--- src/rtl/nrw_pkg.sv ---
package nrw_pkg;
  localparam logic [7:0] CMD_READ_STATUS = 8'h70;
  localparam int STAT_READY_BIT = 6;
  localparam logic [7:0] STAT_FAIL_DEFAULT = 8'h01;
  localparam int IRQ_READY_BIT = 8;

  typedef enum logic [2:0] {
    ST_IDLE, ST_SETTLE, ST_CMD, ST_POLL, ST_LINE, ST_FIN
  } nrwState_t;

  // strobes from control to datapath
  typedef struct packed {
    logic startLoad;
    logic latchStat;
    logic incWait;
    logic flagTimeout;
  } nrwStrobe_t;
endpackage

--- src/rtl/nrw_datapath.sv ---
module nrw_datapath
  import nrw_pkg::*;
#(
  parameter int CLK_HZ = 100_000_000,
  parameter int ERASE_MS = 400,
  parameter int PROG_MS = 20,
  parameter int SETTLE_CYC = 5000,
  parameter int MAX_RECHECK = 511
) (
  input  logic       clk,
  input  logic       rstN,
  input  nrwStrobe_t strb,
  input  logic       opErase,
  input  logic       timerRun,
  input  logic [7:0] rdData,
  output logic       expired,
  output logic       settleDone,
  output logic       checksDone,
  output logic [7:0] status,
  output logic       timedOut
);
  localparam int TICK_CYC = (CLK_HZ / 1000 > 0) ? CLK_HZ / 1000 : 1;
  localparam int MS_MAX = (ERASE_MS > PROG_MS) ? ERASE_MS : PROG_MS;
  localparam int WAIT_MAX = (SETTLE_CYC > MAX_RECHECK) ? SETTLE_CYC : MAX_RECHECK;
  localparam int SETTLE_LAST = (SETTLE_CYC > 0) ? SETTLE_CYC - 1 : 0;
  localparam int TW = $clog2(TICK_CYC + 1);
  localparam int MW = $clog2(MS_MAX + 1);
  localparam int WW = $clog2(WAIT_MAX + 1);

  logic          isErase;
  logic [TW-1:0] tickCnt;
  logic [MW-1:0] msCnt;
  logic [MW-1:0] limitMs;
  logic [WW-1:0] waitCnt;
  logic [7:0]    statReg;
  logic          toReg;

  assign limitMs    = isErase ? MW'(ERASE_MS) : MW'(PROG_MS);
  assign expired    = (msCnt >= limitMs);
  assign settleDone = (waitCnt == WW'(SETTLE_LAST));
  assign checksDone = (waitCnt == WW'(MAX_RECHECK));
  assign status     = statReg;
  assign timedOut   = toReg;

  always_ff @(posedge clk) begin
    if (!rstN) begin
      isErase <= 1'b0;
      tickCnt <= '0;
      msCnt   <= '0;
      waitCnt <= '0;
      statReg <= STAT_FAIL_DEFAULT;
      toReg   <= 1'b0;
    end else if (strb.startLoad) begin
      isErase <= opErase;
      tickCnt <= '0;
      msCnt   <= '0;
      waitCnt <= '0;
      statReg <= STAT_FAIL_DEFAULT;
      toReg   <= 1'b0;
    end else begin
      if (timerRun && !expired) begin
        if (tickCnt == TW'(TICK_CYC - 1)) begin
          tickCnt <= '0;
          msCnt   <= msCnt + MW'(1);
        end else begin
          tickCnt <= tickCnt + TW'(1);
        end
      end
      if (strb.incWait)     waitCnt <= waitCnt + WW'(1);
      if (strb.latchStat)   statReg <= rdData;
      if (strb.flagTimeout) toReg   <= 1'b1;
    end
  end
endmodule

--- src/rtl/nrw_control.sv ---
module nrw_control
  import nrw_pkg::*;
#(
  parameter bit HAS_SETTLE = 1'b1
) (
  input  logic       clk,
  input  logic       rstN,
  input  logic       start,
  input  logic       modeReadyLine,
  input  logic       rdAck,
  input  logic       pollReady,
  input  logic       irqReady,
  input  logic       expired,
  input  logic       settleDone,
  input  logic       checksDone,
  output nrwStrobe_t strb,
  output logic       cmdWr,
  output logic       rdReq,
  output logic       irqClrWr,
  output logic       done,
  output logic       timerRun
);
  nrwState_t state, nxt;

  always_ff @(posedge clk) begin
    if (!rstN) state <= ST_IDLE;
    else       state <= nxt;
  end

  always_comb begin
    nxt      = state;
    strb     = '0;
    cmdWr    = 1'b0;
    rdReq    = 1'b0;
    irqClrWr = 1'b0;
    case (state)
      ST_IDLE: begin
        if (start) begin
          strb.startLoad = 1'b1;
          if (modeReadyLine) nxt = ST_LINE;
          else if (HAS_SETTLE) nxt = ST_SETTLE;
          else nxt = ST_CMD;
        end
      end
      ST_SETTLE: begin
        strb.incWait = 1'b1;
        if (settleDone) nxt = ST_CMD;
      end
      ST_CMD: begin
        cmdWr = 1'b1;
        nxt   = ST_POLL;
      end
      ST_POLL: begin
        rdReq = 1'b1;
        if (rdAck) begin
          strb.latchStat = 1'b1;
          if (pollReady) begin
            nxt = ST_FIN;
          end else if (expired) begin
            strb.flagTimeout = 1'b1;
            nxt = ST_FIN;
          end
        end else if (expired) begin
          strb.flagTimeout = 1'b1;
          nxt = ST_FIN;
        end
      end
      ST_LINE: begin
        if (irqReady) begin
          irqClrWr = 1'b1;
          nxt = ST_FIN;
        end else if (checksDone) begin
          strb.flagTimeout = 1'b1;
          nxt = ST_FIN;
        end else begin
          strb.incWait = 1'b1;
        end
      end
      ST_FIN:  nxt = ST_IDLE;
      default: nxt = ST_IDLE;
    endcase
  end

  assign done     = (state == ST_FIN);
  assign timerRun = (state != ST_IDLE) && (state != ST_FIN);
endmodule

--- src/rtl/nand_ready_wait.sv ---
module nand_ready_wait
  import nrw_pkg::*;
#(
  parameter int CLK_HZ = 100_000_000,
  parameter int ERASE_MS = 400,
  parameter int PROG_MS = 20,
  parameter int SETTLE_US = 50,
  parameter int MAX_RECHECK = 511,
  parameter int IRQ_W = 16
) (
  input  logic             clk,
  input  logic             rstN,
  input  logic             start,
  input  logic             opErase,
  input  logic             modeReadyLine,
  output logic             cmdWr,
  output logic [7:0]       cmdByte,
  output logic             rdReq,
  input  logic             rdAck,
  input  logic [7:0]       rdData,
  input  logic [IRQ_W-1:0] irqStat,
  output logic             irqClrWr,
  output logic [IRQ_W-1:0] irqClrData,
  output logic             done,
  output logic [7:0]       status,
  output logic             timedOut
);
  localparam longint SETTLE_RAW =
    (longint'(CLK_HZ) * longint'(SETTLE_US) + 64'd999_999) / 64'd1_000_000;
  localparam int SETTLE_CYC = int'(SETTLE_RAW);

  nrwStrobe_t strb;
  logic expired, settleDone, checksDone, timerRun;

  nrw_control #(.HAS_SETTLE(SETTLE_CYC > 0)) u_ctl (
    .clk(clk), .rstN(rstN), .start(start), .modeReadyLine(modeReadyLine),
    .rdAck(rdAck), .pollReady(rdData[STAT_READY_BIT]),
    .irqReady(irqStat[IRQ_READY_BIT]), .expired(expired),
    .settleDone(settleDone), .checksDone(checksDone), .strb(strb),
    .cmdWr(cmdWr), .rdReq(rdReq), .irqClrWr(irqClrWr), .done(done),
    .timerRun(timerRun)
  );

  nrw_datapath #(
    .CLK_HZ(CLK_HZ), .ERASE_MS(ERASE_MS), .PROG_MS(PROG_MS),
    .SETTLE_CYC(SETTLE_CYC), .MAX_RECHECK(MAX_RECHECK)
  ) u_dp (
    .clk(clk), .rstN(rstN), .strb(strb), .opErase(opErase),
    .timerRun(timerRun), .rdData(rdData), .expired(expired),
    .settleDone(settleDone), .checksDone(checksDone), .status(status),
    .timedOut(timedOut)
  );

  assign cmdByte    = CMD_READ_STATUS;
  assign irqClrData = irqStat | (IRQ_W'(1) << IRQ_READY_BIT);
endmodule

--- config.mk ---
export PLATFORM = sky130hd
export DESIGN_NAME = nand_ready_wait
export DESIGN_NICKNAME = d
export VERILOG_FILES = /design/src/rtl/nrw_pkg.sv /design/src/rtl/nrw_datapath.sv /design/src/rtl/nrw_control.sv /design/src/rtl/nand_ready_wait.sv
export SDC_FILE = /design/constraint.sdc
export NUM_CORES = 1
export LEC_CHECK = 0
export ABC_AREA = 1
export ABC_CLOCK_PERIOD_IN_PS = 1550
export BUFFER_PORTS_ARGS = -buffer_cell sky130_fd_sc_hd__buf_4
export CORE_UTILIZATION = 50
export DETAILED_ROUTE_END_ITERATION = 6
export PLACE_DENSITY = 0.84
export SETUP_SLACK_MARGIN = 0.4
export SLEW_MARGIN = 20
export SYNTH_ARGS = -nofsm -noshare
export SYNTH_HDL_FRONTEND = slang
export SYNTH_SLANG_ARGS = --single-unit
--- constraint.sdc ---
create_clock -name clk -period 1.55 [get_ports clk]
set_input_delay 0 -clock clk [delete_from_list [all_inputs] [get_ports clk]]
set_output_delay 0 -clock clk [all_outputs]
set_load 0.02 [all_outputs]
==> run_results.csv <==
group,metric,value,unit
floorplanning,num_rows,29,
sta,finalSetupViolCount,39,
synth,synth_most_common_cell,"nand2_1",
synth,synth_xor_area_frac,0.0419,
floorplanning,die_h,83.8,microns
run,drv_cap,0,
worst_setup_path,worstSetupStartpointType,"flop",
global_route,grt_pass1_wl,15.9,mm
synth,synth_cells,487,
floorplanning,dieWidth,83.8,microns
min_path,whs_path_depth,0,
cells_and_area,final_util,0.743,
synth,synth.yosys.seq_area_share,0.311,
cells_and_area,fillers,388,
synth,synth_top_area_frac,0.311,
synth,synth.largest_area_cell,"dfxtp_1",
global_route,grt_usage,0.278,
routing,drt_iter0_drc,318,
global_route,use_met1,0.317,
routing,wire_per_inst,19.0,microns
clock_network,cts.sinks,52,
synth,synth_async_sr_flop_share,0,
routing,via_count,3784,
synth,synth_top_family_by_area,"simple AND/OR/NAND/NOR gates",
cells_and_area,ff_latch_area,0.00107,sq mm
worst_setup_path,crit_required,1.81,ns
cells_and_area,nets,597,
clock_network,cts_tree,"yes",
synth,ys_top_cells_by_count,"123 x nand2_1, 59 x nor2_1, 52 x dfxtp_1",
global_route,grt-ovfl-total,0,
clock_network,cts_buffer_depth,2,
clock_network,insertion_delay,0.34,ns
synth,ys.flop_type,"dfxtp_1",
power,power.density,1190,mW/mm^2
clock_network,htree_levels,2,
sta,final.setup.worst_slack,-0.264,ns
sta,max_freq,551,MHz
sta,drv_slew,0,
cells_and_area,final_area,0.00474,sq mm
routing,first_pass_iters,5,
clock_network,numCtsBuffers,5,
worst_setup_path,cp-end-kind,"flop",
synth,yosysWarnings,0,
place,place_ws,-0.111,ns
global_route,grt-busiest-layer,"met2",
synth,synth.area.mux_share,0,
worst_setup_path,critPathMaxFanout,7,
floorplanning,coreArea,0.00639,sq mm
worst_setup_path,crit_type,"reg2reg",
synth,synth-adder-area-share,0.0262,
routing,drt_wl_total,12.1,mm
place,hpwlAfterDp,5.67,mm
floorplanning,ioPinCount,67,
synth,syn_area_per_cell,6.86,sq um
cells_and_area,area_growth,41.9,%
cells_and_area,final_layout_size_suffix_gt1_frac,0.422,
place,port_buffers,27,
worst_setup_path,cp_data_arrival_time,2.08,ns
power,vdd_ir_drop_max,1.30,mV
global_route,grt_max_degree,20,
place,place_area,0.00381,sq mm
sta,rsz0062_at_grt,"true",
sta,period_needed,1.81,ns
status,status,"complete, but fails checks",
synth,synth_area,0.00334,sq mm
worst_setup_path,worstSetupStartpoint,"u_dp.isErase$_SDFFE_PN0P_",
clock_network,cts-root-buf,"clkbuf_8",
cells_and_area,multi_input_area,0.00241,sq mm
floorplanning,die-area,0.00701,sq mm
routing,postRouteAntennaNets,0,
power,p_leak,1.76,nW
worst_setup_path,reg2reg_depth,12,
place,gp_congestion,0.983,
clock_network,clk_pin_slew,0.13,ns
synth,synth_edf_count,0,
routing,vias_per_cell,5.93,
synth,synth_compound_area_frac,0.102,
synth,ys_seq_elements,52,
sta,hold_ws,0.00000882,ns
min_path,hold_start,"irqStat[4]",
synth,synthSimpleGateAreaFrac,0.382,
min_path,hold_class,"in2out",
synth,synthTopCellsByArea,"dfxtp_1 31%, nand2_1 14%, nand3_1 6.9%",
sta,fin_worst_skew,0.0250,ns
status,failed_checks,"negative setup slack",
global_route,grtUsageMet2,0.492,
routing,drc,0,
global_route,met3_usage,0.0406,
cells_and_area,diodes,0,
synth,yosysUniqueCellTypes,34,
global_route,antenna_found_initial,0,
worst_setup_path,rr_startpoint,"u_dp.isErase$_SDFFE_PN0P_",
sta,finalCritPeriodShare,1.17,
sta,hold_viol_final,0,
worst_setup_path,r2r_slack,-0.26,ns
floorplanning,start_util,0.523,
global_route,grt_pass1_vias,3510,
[path summary, 6_finish.rpt]
path                             endpoint
max          u_dp.tickCnt[7]$_SDFFE_PP0P_
min                         irqClrData[4]
max reg2reg  u_dp.tickCnt[7]$_SDFFE_PP0P_
min reg2reg   u_dp.status[2]$_SDFFE_PP0P_
[power breakdown]
| part | internal (mW) | switching [mW] |
|---|---|---|
| sequential | 1.44 | 0.114 |
| combinational | 1.35 | 1.84 |
| clock | 0.331 | 0.554 |
| total | 3.12 | 2.51 |
[flip-flops by register name (all words and copies together), names as in the netlist]
name,flops
u_dp.tickCnt,17
u_dp.timedOut,1
u_dp.msCnt,9
u_dp.waitCnt,13
u_ctl.state,3
u_dp.status,8
u_dp.isErase,1
[per-stage QoR]
step,std cells,TNS [ns],total power [mW]
after detailed placement,595,-1.92,3.55
after CTS,630,-2.49,5.00
final,638,-5.23,5.63
after global placement,595,-0.741,3.51
after floorplan,494,0,3.06
after global routing,638,-7.51,5.80
[cell type report]
type	instances	area share
Sequential cell	52	0.225
Tap cell	77	0.0203
Multi-Input combinational cell	365	0.509
Clock buffer	5	0.0145
Inverter	46	0.0417
Clock inverter	3	0.00528
Timing Repair Buffer	90	0.184
[routing by layer]
layer | up-vias | routed length [microns]
li1 | 1690 | -
met1 | 1746 | 4280
met2 | 255 | 6040
met3 | 93 | 981
met4 | 0 | 819
met5 | - | 0
[critical path: stages, from the launching register on]
cell	delay [ns]
dfxtp_2	0.36
inv_4	0.05
ha_4	0.24
nand2_2	0.07
inv_2	0.05
nand2_2	0.06
nand2_2	0.07
nor2_4	0.14
nand3b_4	0.15
inv_8	0.12
buf_12	0.13
nand3b_1	0.07
a21oi_1	0.22
[placed cells by master, fill, tap and decap left out, types with 8 or more instances in the layout]
cell type	count
nand3_2	24
buf_6	12
nand3_1	28
nand2_4	8
nor2_4	9
a21oi_2	31
dfxtp_1	42
inv_1	31
nand2_1	99
nand2_2	21
buf_4	59
conb_1	9
dlygate4sd3_1	10
xor2_1	15
a21oi_1	10
nor2_1	49
[logic make-up (layout without fill, tap and decap cells)]
family / Yosys count / after routing
other: 2 / 9
xor gates and xnor gates: 16 / 16
DFF: 52 / 52
buffers and inverters: 80 / 144
and+or+nand+nor: 273 / 276
adders and majority gates: 7 / 7
AOI/OAI and AO/OA: 57 / 57
[what timing repair did]
action	in CTS	in global routing
resized for setup	49	85
hold buffers	10	0
cloned	5	0
endpoints found under the hold margin	12	0
setup buffers	12	8
endpoints found under the setup margin	55	56
pin swaps	19	26
Note: power is estimated with default switching activity, not from simulation.
